## config.mk

```make
export PLATFORM = sky130hd
export DESIGN_NAME = rsrc_tag_parser
export DESIGN_NICKNAME = d
export VERILOG_FILES = /design/src/rtl/rsrc_tag_parser.sv
export SDC_FILE = /design/constraint.sdc
export NUM_CORES = 1
export LEC_CHECK = 0
export BUFFER_PORTS_ARGS = -buffer_cell sky130_fd_sc_hd__buf_2
export CAP_MARGIN = 20
export CORE_UTILIZATION = 56
export CTS_CLUSTER_SIZE = 20
export DETAILED_ROUTE_END_ITERATION = 16
export PLACE_DENSITY = 0.88
export SYNTH_ARGS = -nofsm -noshare
export SYNTH_HDL_FRONTEND = slang
export SYNTH_SLANG_ARGS = --single-unit
export TNS_END_PERCENT = 30
```

## constraint.sdc

```tcl
create_clock -name clk -period 2.6 [get_ports clk]
set_clock_uncertainty 0.05 [all_clocks]
set_input_delay 0.13 -clock clk [delete_from_list [all_inputs] [get_ports clk]]
set_output_delay 0.13 -clock clk [all_outputs]
set_load 0.02 [all_outputs]
```

## src/rtl/rsrc_tag_parser.sv

```systemverilog
module rsrc_tag_parser (
  input  logic        clk,
  input  logic        rst_n,
  input  logic        restart,
  input  logic        in_valid,
  input  logic [7:0]  in_data,
  output logic        in_ready,
  output logic        rec_valid,
  input  logic        rec_ready,
  output logic        rec_large,
  output logic [6:0]  rec_item,
  output logic [15:0] rec_len,
  output logic        rec_err,
  output logic        done
);
  typedef enum logic [2:0] {S_TAG, S_LEN_LO, S_LEN_HI, S_SKIP, S_EMIT, S_DONE} st_t;

  st_t         st;
  logic [15:0] cnt;
  logic        end_seen;
  logic        take;
  logic [3:0]  s_item;
  logic [2:0]  s_len;
  logic [15:0] l_len;

  assign in_ready  = (st != S_EMIT);
  assign rec_valid = (st == S_EMIT);
  assign done      = (st == S_DONE);
  assign take      = in_valid && in_ready;
  assign s_item    = in_data[6:3];
  assign s_len     = in_data[2:0];
  assign l_len     = {in_data, rec_len[7:0]};

  always_ff @(posedge clk or negedge rst_n) begin
    if (!rst_n) begin
      st        <= S_TAG;
      cnt       <= '0;
      end_seen  <= 1'b0;
      rec_large <= 1'b0;
      rec_item  <= '0;
      rec_len   <= '0;
      rec_err   <= 1'b0;
    end else if (restart) begin
      st       <= S_TAG;
      end_seen <= 1'b0;
    end else begin
      case (st)
        S_TAG: if (take) begin
          if (!in_data[7]) begin
            rec_large <= 1'b0;
            rec_item  <= {3'b000, s_item};
            rec_len   <= {13'd0, s_len};
            cnt       <= {13'd0, s_len};
            rec_err   <= (s_item >= 4'hA) && (s_item <= 4'hD);
            end_seen  <= (s_item == 4'hF);
            st        <= ((s_len == 3'd0) || (s_item == 4'hF)) ? S_EMIT : S_SKIP;
          end else begin
            rec_large <= 1'b1;
            rec_item  <= in_data[6:0];
            rec_err   <= (in_data[6:0] >= 7'h07);
            end_seen  <= 1'b0;
            st        <= S_LEN_LO;
          end
        end
        S_LEN_LO: if (take) begin
          rec_len[7:0] <= in_data;
          st           <= S_LEN_HI;
        end
        S_LEN_HI: if (take) begin
          rec_len[15:8] <= in_data;
          cnt           <= l_len;
          st            <= (l_len == 16'd0) ? S_EMIT : S_SKIP;
        end
        S_SKIP: if (take) begin
          cnt <= cnt - 16'd1;
          if (cnt == 16'd1) st <= S_EMIT;
        end
        S_EMIT: if (rec_ready) st <= end_seen ? S_DONE : S_TAG;
        default: st <= S_DONE;
      endcase
    end
  end
endmodule


```

==> After elaboration in Yosys (flattened, before gate mapping) <==
Index checks and enable logic that the tools add are counted.
{ "totals": {"ff_bits": 45, "inputBits": 13, "output_inout_bits": 28, "wordCells": 76} }
{ "classes": {"add_sub_neg": 1, "n_lt_le_gt_ge": 3, "n_eq_ne": 19, "n_mux": 27, "bitwise": 1, "n_reduce_logical": 17} }
{ "ops": {"columns": ["op", "count"], "rows": [
  ["16-bit two-way mux", 4],
  ["16-bit case mux with 3 select lines", 1],
  ["3-bit two-way mux", 11],
  ["8-bit case mux with 2 select lines", 2],
  ["3-bit inequality test (second input constant)", 6],
  ["16-bit by 1-bit equality test with 1-bit output (second input constant)", 1],
  ["16-bit zero test", 1],
  ["16-bit by 1-bit subtractor with 16-bit output (second input constant)", 1],
  ["3-bit case mux with 5 select lines", 1],
  ["6-bit AND reduction", 2],
  ["2-bit inequality test (second input constant)", 5],
  ["5-bit AND reduction", 2],
  ["8-bit two-way mux", 1],
  ["2-bit nonzero test", 4],
  ["7-bit by 3-bit greater-or-equal comparator with 1-bit output (second input constant)", 1],
  ["7-bit two-way mux", 1],
  ["3-bit by 2-bit equality test with 1-bit output (second input constant)", 2],
  ["3-bit equality test (second input constant)", 2],
  ["3-bit zero test", 2],
  ["1-bit two-way mux", 6],
  ["4-bit equality test (second input constant)", 1],
  ["4-bit greater-or-equal comparator (second input constant)", 1],
  ["4-bit less-or-equal comparator (second input constant)", 1],
  ["3-bit by 1-bit equality test with 1-bit output (second input constant)", 1],
  ["7 further kinds", 8]
]} }

==> Logic depth before layout (Yosys ltp) <==
{ "depth": {"word_depth": 7, "ltp_mapped": 6, "mapped_depth_nobuf": 6} }

==> Least setup slack after synthesis <==
Ideal clock, no wire load.
{ "synth_path": {"kind": "register -> register", "startpoint": "reg cnt[8]", "endpoint": "reg st[2]", "setup_ns": 0.073, "arrival_ns": 1.997, "required_time_ns": 2.477, "setup_slack_ns": 0.480, "path_stages_with_launch": 6, "path_buffers": 1, "synth_period_minus_slack_ns": 2.120, "path_cell_list": "dfrtp_1 -> or4_1 -> buf_2 -> or4_4 -> a211o_1 -> a21oi_2"} }
{ "synth_between": {"elab_chain_cells": 3} }
{ "synth_lines": {"columns": ["element", "line", "rtl"], "rows": [
  ["from (decl)", "19", "logic [15:0] cnt;"],
  ["from (signal assigned)", "53", "cnt <= {13'd0, s_len};"],
  ["from (signal assigned)", "71", "cnt <= l_len;"],
  ["from (signal assigned)", "75", "cnt <= cnt - 16'd1;"],
  ["16-bit by 1-bit equality test with 1-bit output", "76", "if (cnt == 16'd1) st <= S_EMIT;"],
  ["3-bit inequality test (no line)", null, null],
  ["6-bit AND reduction (no line)", null, null],
  ["to (signal assigned)", "56", "st <= ((s_len == 3'd0) || (s_item == 4'hF)) ? S_EMIT : S_SKIP;"],
  ["to (signal assigned)", "72", "st <= (l_len == 16'd0) ? S_EMIT : S_SKIP;"],
  ["to (signal assigned)", "78", "S_EMIT: if (rec_ready) st <= end_seen ? S_DONE : S_TAG;"],
  ["to (decl)", "18", "st_t st;"]
]} }
Every way passes these cells.
A chain may end at the register's enable or synchronous reset.

==> Final worst setup path <==
{ "layout_path": {"startpoint": "reg cnt[1]", "endpoint": "reg st[0]"} }
The elaborated chain is that of the path after synthesis.

==> out/summary.md <==
The internal portion of the total power is 0.001528 W. Setup violations remaining at the end of the flow were counted as 0. Cells with a size suffix above 1 make up 20.12% of the layout.

Each instance of the synthesized netlist takes up on average 8.594 µm². The hold violation total from the final report is 0. Counting the buffers created by CTS gives 5. The global routing met3 resource utilization is 5.959%.

The run gives 17.2% as the clock share of power. The tools report the CTS sink count as 45. TritonCTS built the clock tree.

Net switching is 43.45% of the power. The flow ran to the end, and the final reports show no timing, DRC or antenna violations. Yosys mapped a number of flops with a built-in enable equal to 0.

The worst pin sits at a relative slew slack of 59.90%. Wires add up to 6757 µm. The count of non-filler cells in the finished layout came out at 390. In the global route stage, overall resource usage came out at 29.07%. The worst setup path is launched from a flip-flop. The endpoint identified for the worst register-to-register timing path is st[0]$_DFFE_PN0P_. Of all flip-flops after synthesis, the portion carrying an async set or reset was 100.0%.

Sequential elements use 44.27% of the synthesized area. The logs give 1 for the number of hold buffers added after CTS and 0 for the max-capacitance violation count. Path class of the lowest-slack min-delay path: in2reg.

The number of core rows was 24. Count of antenna-violating nets left after detailed routing: 0. Of all nets on the critical path, the largest fanout is 4. Traced cell by cell, the critical path runs through inv_1 > ha_1 > or4b_2 > or4_4 > a21boi_0 > a31oi_1. For this design the static power due to leakage is 1.381 nW. The die extent in y is 69.40 µm. Net switching power: 0.001174 W.

Dividing the detail-routed wire length by the instance count gives 17.33 µm. The first routing iteration left 274 violations. The most used flip-flop cell after synthesis is dfrtp_1.

The HPWL after detailed placement is 4659 µm. The logs give 311 for the net count after synthesis and 46 for the pin count of the biggest net entering global routing. During placement, the flow inserted port buffers numbering 40. The worst hold path cell count is 2. The first global-routing pass estimated 11160 µm of wire. The filler cells instantiated in the layout total 362. The final clock period utilization by the worst path was 85.49%. The areal power density over the cells works out to 918.5 mW/mm². The logs give 0 for the DRC violation count after routing and 0 for the total inserted antenna cells. For this run, global-route usage on met1 was measured as 39.08%.

After clock tree synthesis, the clock-pin slew on the worst setup and hold paths is 0.09 ns. After global routing, the most crowded layer is met2. CTS built an H-tree with a depth of 2.

In this run the critical register-to-register path is launched from cnt[1]$_DFFE_PN0P_. Gates resized during post-CTS repair numbered 0. Pin placement for this block handled 41 I/O pins. The worst-case IR drop observed on VDD is 0.4517 mV. The startpoint identified for the worst hold timing path is restart. The number of buffer and inverter stages on the critical path came out at 1. For the worst setup path, the data arrival time is 2.36 ns. The number of nets in the finished design is 352.

Global routing consumed, on the met2 layer, 46.28% of the routing resources. The maximum clock path buffer count was 2. The ratio of routed vias to standard cells is 6.382. The tools report the via count of the first global-routing pass as 2339.

For the pin with the worst max-slew slack, the measured transition is 0.6015 ns. The logs give 0 for the number of pins exceeding their max-slew limit in the final report and 0 ns for the accumulated negative setup slack. After synthesis the netlist holds a flip-flop and latch count of 45. The fraction of power consumed by sequential logic came out at 41.8%.

The total congestion overflow after global routing was 0; the relative area change from synthesis to final layout was 15.69%. The number of cells on the worst reg-to-reg path is 6, and the combinational fraction of design power is 41.0%. At the worst endpoint, the required time is 2.74 ns. The worst setup path is captured at a flip-flop. The clock root buffer is clkbuf_8. The number of different library cells used by synthesis comes to 50. In this design, the stage delay of the slowest critical-path cell is 0.59 ns. Summing every instance area after synthesis gives 0.002544 mm².

The path with the worst hold slack has its endpoint at end_seen$_DFFE_PN0P_. The first-pass detailed-route iteration total is 5, and the cell count after synthesis is 296. For flop-to-flop paths, the worst setup slack is 0.38 ns. The total area inside the core boundary comes to 0.004354 mm². Routability-driven placement finished with a final weighted congestion of 0.9374. The tools report the number of antenna violations at the first check in global routing as 0.

The time the worst path needs with I/O delays and setup was 2.223 ns; the utilization after layout was 67.59%. The chip width was 69.40 µm; the routed via count was 2489. Setup repair after global routing left no endpoint under its margin. Counting tap cells, the placed design contains a total of 380 instances. The critical path depth is 6. Cell with the largest stage delay on the worst path: or4b_2. The kind of critical path was reg2reg.

The number of setup buffers added after CTS is 0. The run gives 58.42% as the initial standard-cell utilization of the core. The kind of cell adding the most delay to the critical path was simple AND/OR/NAND/NOR gates. For the worst-skew pair, the clock arrives at the later sink with an insertion delay of 0.32 ns. For this run, the top clock speed supported by timing is 449.9 MHz. The count of synthesis-stage warnings from yosys is 0, and the full die area is 0.004816 mm².
-- logic make-up (layout without fill, tap and decap cells) --
group	Yosys count	count (layout)	synth area share (%)
AOI/OAI and AO/OA	75	75	19.18
xor gates and xnor gates	1	1	0.3444
adders and majority gates	2	2	0.9836
buffers and inverters	26	68	3.886
DFF	45	45	44.27
muxes	9	9	3.689
and+or+nand+nor	138	138	27.64
-- synth_stat cells (6+ instances only) --
cell type | count | area share, %
nor2_1 | 21 | 3.1
nor3_1 | 13 | 2.6
o21ai_0 | 30 | 5.9
dfrtp_1 | 45 | 44
nand2_1 | 46 | 6.8
clkbuf_1 | 15 | 2.2
nand4_1 | 7 | 1.7
mux2i_1 | 6 | 2.4
inv_1 | 7 | 1.0
nand3_1 | 10 | 2.0
nand2b_1 | 6 | 1.5
a21oi_1 | 8 | 1.6
-- worst max-delay path by stage --
stage / start / to / slack [ns]
2_1_floorplan: cnt[8]$_DFFE_PN0P_ / st[2]$_DFFE_PN0P_ / 0.48
6_report: cnt[1]$_DFFE_PN0P_ / st[0]$_DFFE_PN0P_ / 0.38
3_3_place_gp: cnt[1]$_DFFE_PN0P_ / st[1]$_DFFE_PN0P_ / 0.42
4_1_cts: cnt[1]$_DFFE_PN0P_ / st[1]$_DFFE_PN0P_ / 0.39
3_5_place_dp: cnt[1]$_DFFE_PN0P_ / st[1]$_DFFE_PN0P_ / 0.40
5_1_grt: cnt[1]$_DFFE_PN0P_ / st[0]$_DFFE_PN0P_ / 0.30
-- routing by layer --
layer | vias to the layer above | wire length [µm]
met5 | - | 0
met4 | 0 | 133
met3 | 16 | 557
met2 | 123 | 3204
met1 | 1186 | 2860
li1 | 1164 | -
-- sequential cells by signal (all words and copies together) (netlist names) --
signal,cells
rec_large,1
st,3
end_seen,1
rec_len,16
cnt,16
rec_item,7
rec_err,1
-- metrics by stage --
step                      hold slack [ns]  area [µm²]  power [W]  worst slack, ns
after global placement             0.3010        2815   0.002183           0.4207
final                             0.03303        2943   0.002703           0.3773
after CTS                         0.02771        2915   0.002676           0.3948
after detailed placement           0.3077        2815   0.002222           0.3956
after global routing              0.05473        2943   0.002857           0.2985
after floorplan                   -0.2156        2544   0.001836           0.4805
-- cells in the final DEF (no fill, tap or decap), types with 2 or more instances in the layout --
| cell type | count |
|---|---|
| nand2_1 | 46 |
| dfrtp_1 | 45 |
| buf_2 | 40 |
| o21ai_0 | 30 |
| nor2_1 | 21 |
| nor3_1 | 13 |
| nand3_1 | 10 |
| buf_4 | 10 |
| a21oi_1 | 8 |
| inv_1 | 7 |
| nand4_1 | 7 |
| nand2b_1 | 6 |
| mux2i_1 | 6 |
| and3_1 | 5 |
| or4_1 | 5 |
| a31oi_1 | 5 |
| nor4_1 | 5 |
| o2bb2ai_1 | 5 |
| clkbuf_8 | 5 |
| nor2b_1 | 4 |
| or3_1 | 4 |
| a211o_1 | 3 |
| mux2_2 | 3 |
| a22oi_1 | 3 |
| o22ai_1 | 3 |
| nor3b_1 | 2 |
| or4b_2 | 2 |
| a21boi_0 | 2 |
| o211ai_1 | 2 |
| nand3b_1 | 2 |
| o311ai_0 | 2 |
| o31a_1 | 2 |
| a211oi_1 | 2 |
| ha_1 | 2 |
-- power groups by stage --
stage	Sequential, W	Combinational [W]	Clock, W
final	0.00113	0.00111	0.000466
after global routing	0.00116	0.00121	0.000487
after CTS	0.00112	0.00109	0.000461
after detailed placement	0.00114	0.00109	0
after global placement	0.00112	0.00107	0
after floorplan	0.00121	0.000623	0
-- area by class of cell --
class	instances	area, µm²	area share [%]
Multi-Input combinational cell	225	1319	44.81
Timing Repair Buffer	52	312.8	10.63
Sequential cell	45	1126	38.27
Inverter	8	30.03	1.020
Clock buffer	5	68.82	2.338
Tap cell	52	65.06	2.211
Clock inverter	3	21.27	0.7228
No activity file was read; power rests on OpenSTA's default activity.
